File: src/rtl/scan_pkg.sv
package scan_pkg;
   typedef enum logic [1:0] {
      PM_EQ     = 2'd0,
      PM_RANGE  = 2'd1,
      PM_MEMBER = 2'd2,
      PM_NOTMEM = 2'd3
   } pmode_e;

   localparam int ADDR_W   = 4;
   localparam logic [ADDR_W-1:0] A_WIDTH = 4'd0;
   localparam logic [ADDR_W-1:0] A_MODE  = 4'd1;
   localparam logic [ADDR_W-1:0] A_LO    = 4'd2;
   localparam logic [ADDR_W-1:0] A_HI    = 4'd3;
   localparam logic [ADDR_W-1:0] A_COUNT = 4'd4;
   localparam logic [ADDR_W-1:0] A_START = 4'd5;
   localparam int TBL_BASE = 8;
endpackage

File: src/rtl/scan_unpack.sv
module scan_unpack #(
   parameter int WORD_W    = 64,
   parameter int VAL_W_MAX = 32,
   parameter int CNT_W     = 16,
   localparam int WID_W    = $clog2(VAL_W_MAX) + 1
) (
   input  logic                 clk,
   input  logic                 rst_n,
   input  logic                 load,
   input  logic [WID_W-1:0]     cfg_width,
   input  logic [CNT_W-1:0]     cfg_count,
   input  logic                 in_valid,
   input  logic [WORD_W-1:0]    in_data,
   output logic                 in_ready,
   input  logic                 take,
   output logic                 val_valid,
   output logic [VAL_W_MAX-1:0] val,
   output logic                 val_last
);
   localparam int BUF_W  = 2 * WORD_W;
   localparam int FILL_W = $clog2(BUF_W) + 1;
   localparam int IDX_W  = $clog2(WORD_W);
   localparam int TOT_W  = CNT_W + WID_W;
   localparam logic [WID_W-1:0] VMAX = WID_W'(VAL_W_MAX);

   logic [BUF_W-1:0]  buf_q, buf_sh, buf_n;
   logic [FILL_W-1:0] fill_q, fill_sh, fill_n, shamt;
   logic [CNT_W-1:0]  left_q;
   logic [TOT_W-1:0]  words_q;
   logic [TOT_W:0]    bits_needed;
   logic [VAL_W_MAX-1:0] mask;
   logic              hs;

   assign in_ready  = (words_q != '0) && (fill_q <= FILL_W'(WORD_W));
   assign hs        = in_valid && in_ready;
   assign val_valid = (left_q != '0) && (fill_q >= FILL_W'(cfg_width));
   assign mask      = {VAL_W_MAX{1'b1}} >> (VMAX - cfg_width);
   assign val       = buf_q[VAL_W_MAX-1:0] & mask;
   assign val_last  = (left_q == CNT_W'(1));

   assign bits_needed = (TOT_W+1)'(cfg_count) * (TOT_W+1)'(cfg_width)
                      + (TOT_W+1)'(WORD_W - 1);

   always_comb begin
      shamt   = take ? FILL_W'(cfg_width) : '0;
      buf_sh  = buf_q >> shamt;
      fill_sh = fill_q - shamt;
      buf_n   = buf_sh;
      fill_n  = fill_sh;
      if (hs) begin
         buf_n  = buf_sh | ({{WORD_W{1'b0}}, in_data} << fill_sh);
         fill_n = fill_sh + FILL_W'(WORD_W);
      end
   end

   always_ff @(posedge clk) begin
      if (!rst_n) begin
         buf_q   <= '0;
         fill_q  <= '0;
         left_q  <= '0;
         words_q <= '0;
      end else if (load) begin
         buf_q   <= '0;
         fill_q  <= '0;
         left_q  <= cfg_count;
         words_q <= TOT_W'(bits_needed >> IDX_W);
      end else begin
         buf_q  <= buf_n;
         fill_q <= fill_n;
         if (take) left_q  <= left_q - CNT_W'(1);
         if (hs)   words_q <= words_q - TOT_W'(1);
      end
   end
endmodule

File: src/rtl/scan_pred.sv
module scan_pred
   import scan_pkg::*;
#(
   parameter int VAL_W_MAX = 32,
   parameter int TBL_AW    = 8
) (
   input  pmode_e                   mode,
   input  logic [VAL_W_MAX-1:0]     lo,
   input  logic [VAL_W_MAX-1:0]     hi,
   input  logic [(1<<TBL_AW)-1:0]   tbl,
   input  logic [VAL_W_MAX-1:0]     v,
   output logic                     hit
);
   logic member;
   assign member = tbl[v[TBL_AW-1:0]];

   always_comb begin
      unique case (mode)
         PM_EQ:     hit = (v == lo);
         PM_RANGE:  hit = (v >= lo) && (v <= hi);
         PM_MEMBER: hit = member;
         PM_NOTMEM: hit = !member;
         default:   hit = 1'b0;
      endcase
   end
endmodule

File: src/rtl/scan_pack.sv
module scan_pack #(
   parameter int WORD_W = 64
) (
   input  logic              clk,
   input  logic              rst_n,
   input  logic              load,
   input  logic              bit_valid,
   input  logic              bit_in,
   input  logic              bit_last,
   output logic              bit_take,
   output logic              out_valid,
   input  logic              out_ready,
   output logic [WORD_W-1:0] out_data,
   output logic              fin
);
   localparam int IDX_W = $clog2(WORD_W);

   logic [WORD_W-1:0] acc_q, acc_n;
   logic [IDX_W-1:0]  idx_q;
   logic              last_q;

   assign bit_take = bit_valid && !out_valid;
   assign acc_n    = acc_q | (WORD_W'(bit_in) << idx_q);
   assign fin      = out_valid && out_ready && last_q;

   always_ff @(posedge clk) begin
      if (!rst_n || load) begin
         acc_q     <= '0;
         idx_q     <= '0;
         out_valid <= 1'b0;
         out_data  <= '0;
         last_q    <= 1'b0;
      end else begin
         if (out_valid && out_ready) out_valid <= 1'b0;
         if (bit_take) begin
            if (bit_last || idx_q == IDX_W'(WORD_W - 1)) begin
               out_data  <= acc_n;
               out_valid <= 1'b1;
               last_q    <= bit_last;
               acc_q     <= '0;
               idx_q     <= '0;
            end else begin
               acc_q <= acc_n;
               idx_q <= idx_q + IDX_W'(1);
            end
         end
      end
   end
endmodule

File: src/rtl/scan_predicate_engine.sv
module scan_predicate_engine
   import scan_pkg::*;
#(
   parameter int WORD_W    = 64,
   parameter int VAL_W_MAX = 32,
   parameter int CNT_W     = 16,
   parameter int TBL_AW    = 8,
   parameter int CFG_W     = 32
) (
   input  logic              clk,
   input  logic              rst_n,
   input  logic              cfg_we,
   input  logic [3:0]        cfg_addr,
   input  logic [CFG_W-1:0]  cfg_wdata,
   input  logic              in_valid,
   output logic              in_ready,
   input  logic [WORD_W-1:0] in_data,
   output logic              out_valid,
   input  logic              out_ready,
   output logic [WORD_W-1:0] out_data,
   output logic              done
);
   localparam int WID_W     = $clog2(VAL_W_MAX) + 1;
   localparam int TBL_N     = 1 << TBL_AW;
   localparam int TBL_WORDS = TBL_N / CFG_W;

   if (VAL_W_MAX > WORD_W || VAL_W_MAX > CFG_W) begin : g_bad_val
      $error("value width exceeds word or config width");
   end
   if (TBL_AW > VAL_W_MAX || TBL_N % CFG_W != 0) begin : g_bad_tbl
      $error("bitmap size must be indexable and a multiple of config width");
   end
   if (TBL_BASE + TBL_WORDS > (1 << ADDR_W) || CNT_W > CFG_W) begin : g_bad_map
      $error("register map does not fit");
   end

   logic [WID_W-1:0]     width_q;
   pmode_e               mode_q;
   logic [VAL_W_MAX-1:0] lo_q, hi_q;
   logic [CNT_W-1:0]     count_q;
   logic [TBL_N-1:0]     tbl_q;
   logic                 busy_q;
   logic                 wr_ok, start;

   logic                 val_valid, val_last, take, hit, fin;
   logic [VAL_W_MAX-1:0] val;

   assign wr_ok = cfg_we && !busy_q;
   assign start = wr_ok && (cfg_addr == A_START);

   always_ff @(posedge clk) begin
      if (!rst_n) begin
         width_q <= WID_W'(1);
         mode_q  <= PM_EQ;
         lo_q    <= '0;
         hi_q    <= '0;
         count_q <= '0;
         tbl_q   <= '0;
         busy_q  <= 1'b0;
         done    <= 1'b0;
      end else begin
         done <= fin || (start && count_q == '0);
         if (fin) busy_q <= 1'b0;
         if (start && count_q != '0) busy_q <= 1'b1;
         if (wr_ok) begin
            unique case (cfg_addr)
               A_WIDTH: width_q <= cfg_wdata[WID_W-1:0];
               A_MODE:  mode_q  <= pmode_e'(cfg_wdata[1:0]);
               A_LO:    lo_q    <= cfg_wdata[VAL_W_MAX-1:0];
               A_HI:    hi_q    <= cfg_wdata[VAL_W_MAX-1:0];
               A_COUNT: count_q <= cfg_wdata[CNT_W-1:0];
               default: ;
            endcase
            for (int k = 0; k < TBL_WORDS; k++) begin
               if (cfg_addr == ADDR_W'(TBL_BASE + k))
                  tbl_q[k*CFG_W +: CFG_W] <= cfg_wdata;
            end
         end
      end
   end

   scan_unpack #(.WORD_W(WORD_W), .VAL_W_MAX(VAL_W_MAX), .CNT_W(CNT_W)) u_unpack (
      .clk(clk), .rst_n(rst_n), .load(start),
      .cfg_width(width_q), .cfg_count(count_q),
      .in_valid(in_valid), .in_data(in_data), .in_ready(in_ready),
      .take(take), .val_valid(val_valid), .val(val), .val_last(val_last)
   );

   scan_pred #(.VAL_W_MAX(VAL_W_MAX), .TBL_AW(TBL_AW)) u_pred (
      .mode(mode_q), .lo(lo_q), .hi(hi_q), .tbl(tbl_q), .v(val), .hit(hit)
   );

   scan_pack #(.WORD_W(WORD_W)) u_pack (
      .clk(clk), .rst_n(rst_n), .load(start),
      .bit_valid(val_valid), .bit_in(hit), .bit_last(val_last), .bit_take(take),
      .out_valid(out_valid), .out_ready(out_ready), .out_data(out_data), .fin(fin)
   );
endmodule

File: config.mk
export PLATFORM = sky130hd
export DESIGN_NAME = scan_predicate_engine
export DESIGN_NICKNAME = d
export VERILOG_FILES = /design/src/rtl/scan_pkg.sv /design/src/rtl/scan_unpack.sv /design/src/rtl/scan_pred.sv /design/src/rtl/scan_pack.sv /design/src/rtl/scan_predicate_engine.sv
export SDC_FILE = /design/constraint.sdc
export NUM_CORES = 2
export LEC_CHECK = 0
export BUFFER_PORTS_ARGS = -buffer_cell sky130_fd_sc_hd__clkbuf_2
export CORE_MARGIN = 5
export CORE_UTILIZATION = 30
export DETAILED_ROUTE_END_ITERATION = 8
export REMOVE_ABC_BUFFERS = 1
export SYNTH_ARGS = -nofsm -noshare
export SYNTH_HDL_FRONTEND = slang
export SYNTH_SLANG_ARGS = --single-unit
File: constraint.sdc
create_clock -name clk -period 12.4 [get_ports clk]
set_clock_uncertainty 0.1 [all_clocks]
set_input_delay 0 -clock clk [delete_from_list [all_inputs] [get_ports clk]]
set_output_delay 0 -clock clk [all_outputs]
set_load 0.05 [all_outputs]
# Yosys cells after proc, flatten, opt, wreduce, memory -nomap -nowiden
# Index checks and enable logic that the tools add are counted.
[word_totals]
reg_bits = 656
in_bits = 105
out_inout_bits = 67
[classes]
addsub = 7
n_mul = 1
order_cmp = 5
eq_ne = 19
shifts = 4
n_mux = 17
n_bitwise = 4
reduce_logical = 42
[ops]
columns = ["cell", "count"]
rows = [
  ["2-to-1 mux 128 bit", 1],
  ["OR 128 bit", 1],
  ["<< shifter 64 x 8 -> 128 bit", 1],
  [">> shifter 128 x 8 -> 128 bit", 1],
  ["2-to-1 mux 64 bit", 1],
  ["OR 64 bit", 1],
  ["<< shifter 1 x 6 -> 64 bit", 1],
  ["2-to-1 mux 17 bit", 2],
  ["bitwise AND 32 bit", 1],
  ["equality test 32 bit", 1],
  ["equality test 4 bit, second input constant", 8],
  [">= comparator 32 bit", 1],
  ["<= comparator 32 bit", 1],
  ["2-to-1 mux 16 bit", 2],
  ["nonzero test 16 bit", 2],
  [">> shifter 32 x 6 -> 32 bit, first input constant", 1],
  ["AND reduction 2 bit", 14],
  ["adder 22 x 6 -> 23 bit, second input constant", 1],
  ["multiplier 16 x 6 -> 22 bit", 1],
  ["nonzero test 22 bit", 1],
  ["subtractor 22 x 1 -> 22 bit, second input constant", 1],
  ["equality test 16 x 1 -> 1 bit, second input constant", 1],
  ["logical NOT 16 bit", 1],
  ["subtractor 16 x 1 -> 16 bit, second input constant", 1],
  ["26 further kinds", 52],
]

# Depth between registers and ports, before layout
[logic_depth]
depth_word = 10
mapped_depth = 31

# By module
# A second synthesis with hierarchy kept.
[hier_totals]
cells_unflattened = 5234
hier_area_um2 = 47684.5
[modules_own_cells]
columns = ["module", "n_inst", "cells_per_inst", "area_per_inst_um2", "seq_area_each_um2"]
rows = [
  ["scan_unpack", 1, 2822, 24693.7, 3483.3],
  ["scan_predicate_engine", 1, 1392, 13165.1, 6926.6],
  ["scan_pack", 1, 591, 5799.3, 2722.6],
  ["scan_pred", 1, 429, 4026.4, 0.0],
]

# Worst setup path before layout
# OpenSTA, ideal clock, no wires.
[synth_path]
path_type = "register -> register"
startpoint = "register width_q[1]"
endpoint = "register u_unpack.words_q[16]"
arrival_ns = 6.206
required_time_ns = 12.230
slack_ns = 6.023
path_stages_with_launch = 25
n_path_buf = 5
period_less_slack_ns = 6.377
cell_sequence = "dfxtp_1 clkbuf_1 clkbuf_1 clkbuf_1 clkbuf_1 buf_1 nand2_1 fa_1 inv_1 fa_1 fa_1 ha_1 ha_1 a21o_1 a21oi_1 o221ai_1 a41oi_1 o211ai_1 o221ai_1 o2111ai_1 a21o_1 a21oi_1 xnor2_1 nand2_1 a21oi_1"
[synth_via]
elab_chain_cells = 3
[synth_lines]
columns = ["item", "line_no", "rtl"]
rows = [
  ["start, declared", "scan_predicate_engine.sv:37", "logic [WID_W-1:0] width_q;"],
  ["start signal, assigned", "scan_predicate_engine.sv:67", "A_WIDTH: width_q <= cfg_wdata[WID_W-1:0];"],
  ["multiplier 16 x 6 -> 22 bit", "scan_unpack.sv:41", "assign bits_needed = (TOT_W+1)'(cfg_count) * (TOT_W+1)'(cfg_width)"],
  ["adder 22 x 6 -> 23 bit", "scan_unpack.sv:42", "+ (TOT_W+1)'(WORD_W - 1);"],
  ["2-to-1 mux 17 bit", "scan_unpack.sv:62", "end else if (load) begin"],
  ["end signal, assigned", "scan_unpack.sv:66", "words_q <= TOT_W'(bits_needed >> IDX_W);"],
  ["end signal, assigned", "scan_unpack.sv:71", "if (hs) words_q <= words_q - TOT_W'(1);"],
  ["end, declared", "scan_unpack.sv:29", "logic [TOT_W-1:0] words_q;"],
]
# No other way between the ends.
# A chain may end at the register's enable or synchronous reset.

# Worst setup path after layout
[layout_path]
startpoint = "register width_q[1]"
endpoint = "register u_unpack.buf_q[74]"
[layout_via]
elab_chain_cells = 8
elab_cells_between_ends = 9
classes_between = "1 x add/sub; 1 x order compare; 2 x shift; 2 x mux; 1 x bitwise; 2 x reduce/logical"
[layout_lines]
columns = ["item", "line_no", "rtl"]
rows = [
  [">= comparator 8 x 6 -> 1 bit", "scan_unpack.sv:36", "assign val_valid = (left_q != '0) && (fill_q >= FILL_W'(cfg_width));"],
  ["logical AND 1 bit", "scan_unpack.sv:36", ""],
  ["logical AND 1 bit", "scan_pack.sv:22", "assign bit_take = bit_valid && !out_valid;"],
  ["2-to-1 mux 6 bit *", "scan_unpack.sv:45", "shamt = take ? FILL_W'(cfg_width) : '0;"],
  ["subtractor 8 bit", "scan_unpack.sv:47", "fill_sh = fill_q - shamt;"],
  ["<< shifter 64 x 8 -> 128 bit", "scan_unpack.sv:51", "buf_n = buf_sh | ({{WORD_W{1'b0}}, in_data} << fill_sh);"],
  ["OR 128 bit", "scan_unpack.sv:51", ""],
  ["2-to-1 mux 128 bit *", "scan_unpack.sv:50", "if (hs) begin"],
  ["end signal, assigned", "scan_unpack.sv:68", "buf_q <= buf_n;"],
  ["end, declared", "scan_unpack.sv:26", "logic [BUF_W-1:0] buf_q, buf_sh, buf_n;"],
]
# Every way passes the cells marked *; elsewhere a longest branch is shown, timed or not.

==> results.toml <==
[grt]
antenna_found_initial = 3
grtUsageTotal = 0.2160
grt.overflow.total = 0
grt_max_degree = 150
grt_pass1_vias = 41550
grt_pass1_wl_mm = 265.5

[synth]
yosys.area.top_type_share = 0.2947
synth_cell_type_count = 78
yosys_warnings = 0
yosysTopAreaCell = "dfxtp_1"
ys_seq_area_frac = 0.2947
async_reset_ff_frac = 0
synth_cells = 6101
yosysMostFrequentCell = "nand2_1"
synth-seq-cells = 656
synthesis.area_um2 = 44560
avgSynthCellArea_um2 = 7.303
synth_common_cells = "nand2_1, a21oi_1, dfxtp_1"
synth_edf_count = 0
synth_ff_type = "dfxtp_1"
ys_top_cells_by_area = "dfxtp_1, nand2_1, mux2i_1, a21oi_1, o21ai_0"

[sta]
setup_viol_count_final = 0
relSlewSlack = 0.1302
fin_ws_ns = 3.501
fmax_ghz = 0.1124
rsz0062_at_grt = "no"
layout_min_cycle_time_ns = 8.899
worstMarginPinSlew_ns = 1.302
hold_violations = 0
holdWs_ns = 0.06422
fin_tns_setup_ns = 0
finalMaxSlewViolations = 0
period_share = 0.7177

[floorplanning]
initial_core_util = 0.3018
die_area_um2 = 156300
die_y_um = 395.4
die_x_um = 395.4
pin_count = 172
placementRows = 141
core_area_um2 = 147700

[detailed_routing]
vias = 45170
route.antenna.remaining_nets = 0
drc = 0
drt_iter0_drc = 5124
vias_per_cell = 5.671
wl_mm = 179.0
wl_per_cell_um = 22.48
drtPass1Iterations = 8

[worst_setup_path]
slowest_stage = "clkinv_1"
path_max_fanout = 60
cp-start-kind = "register"
criticalPathCategory = "reg -> reg"
r2r_slack_ns = 3.50
slowest_delay_ns = 0.99
path_common_cell = "a21oi_1"
required_ns = 12.80
path_cells = "clkinv_1 > ha_1 > a21o_1 > a21o_1 > a21oi_1 > a211oi_4 > buf_4 > inv_4 > ha_1 > a21oi_1 > o21ai_0 > a21oi_1 > o21bai_1 > a211o_1 > and2_1 > nand2_1 > nor3_1 > buf_4 > a32oi_1 > and3_1 > a311oi_1"
cp.arrival_ns = 9.30
crit_path_end_kind = "register"

[clock_tree]
clkSinkCount = 656
cts_tree = "done"
ctsResizeCount = 0
insertion_delay_ns = 0.67
clockBufferDepth = 3
path_clk_slew_ns = 0.06
cts_buffers = 77
postCtsSetupBuffers = 0
cts-htree-levels = 3
cts_root_buf = "clkbuf_16"
postCtsHoldBufs = 41

[power_and_ir_drop]
leakage_nw = 20.04
cellPowerDensity_nw_per_um2 = 295.0
finalPower_mw = 14.73
vdd_ir_drop_max_v = 0.0004720

[placement]
io_buffers = 171
place.gp.congestion = 0.9941
dp_slack_ns = 3.914
place_inst = 7784
dp_hpwl_mm = 127.4

[layout]
drive_gt1_frac = 0.09843
antenna_cells = 0
nets = 6272
area_delta_synth_final_pct = 12.11
instances_no_fill = 7965
num-fill-cells = 15610

[run]
maxCapViolCount = 0

[worst_hold_path]
hp-class = "in -> reg"

[status]
outcome = "finished clean"
layout by cell type (no fill, tap or decap), types with 94 or more instances in the layout:
cell type and count:
ha_1 133, inv_1 162, dfxtp_1 655, a31oi_1 102, o21ai_0 367, nand2_1 1430, and3_1 106, mux2i_1 460
nand3_1 163, buf_4 94, nor2_1 351, a21oi_1 701, clkbuf_2 171, mux2_2 106
power by group:
| group | switching (mW) | internal, mW | leakage, nW |
|---|---|---|---|
| registers | 0.266 | 2.31 | 5.31 |
| clock network | 0.999 | 1.42 | 1.30 |
| logic | 6.78 | 2.96 | 13.4 |
worst paths after layout:
check | from | end | cells past startpoint
min reg2reg | u_pack.acc_q[13] | u_pack.acc_q[13] | 2
max reg2reg | width_q[1] | u_unpack.buf_q[74] | 21
min | in_data[0] | u_unpack.buf_q[8] | 6
max | width_q[1] | u_unpack.buf_q[74] | 21
sequential cells by signal (all words and copies together) (netlist names), 6 cells and up:
register and flops:
count_q 16, hi_q 32, lo_q 32, tbl_q 256, u_pack.acc_q 64, u_pack.idx_q 6
u_pack.out_data 64, u_unpack.buf_q 128, u_unpack.fill_q 8, u_unpack.left_q 16, u_unpack.words_q 22, width_q 6
final cells by class:
type / count / area, um^2 / share of cell area
clock inverters: 29 / 414.1 / 0.008291
repair buffers: 307 / 1992 / 0.03988
flip-flops and latches: 656 / 13140 / 0.2630
clock buffers: 111 / 2256 / 0.04516
inverters: 175 / 679.4 / 0.01360
multi-input cells: 4757 / 29060 / 0.5817
well taps: 1930 / 2415 / 0.04834
worst max-delay path: cells and delay by family, from the launching register on:
kind / cells / cell delay [ns]
and+or+nand+nor: 4 / 1.49
AOI/OAI and AO/OA: 11 / 3.02
adders and majority gates: 2 / 1.02
buffers and inverters: 4 / 2.23
DFF: 1 / 0.82
cell families after synthesis:
family | after synthesis | synth area share
AOI/OAI and AO/OA | 1579 | 0.2080
muxes | 584 | 0.1392
buffers and inverters | 688 | 0.05922
xor gates and xnor gates | 63 | 0.01238
and+or+nand+nor | 2338 | 0.2223
adders and majority gates | 193 | 0.06414
DFF | 656 | 0.2947
stage by stage:
| stage | utilization | instance area [um^2] |
|---|---|---|
| after floorplan | - | 42580 |
| after global placement | 0.3174 | 46870 |
| after detailed placement | 0.3174 | 46870 |
| after CTS | 0.3383 | 49950 |
| after global routing | 0.3383 | 49950 |
| final | 0.3383 | 49950 |
layer usage:
metal,up-vias,global-route usage,wire length [um]
li1,21030,-,-
met1,21530,0.3020,77290
met2,2194,0.3337,78340
met3,414,0.03598,15880
met4,4,0.08042,7507
met5,-,0,26
(Power assumes the default switching activity.)
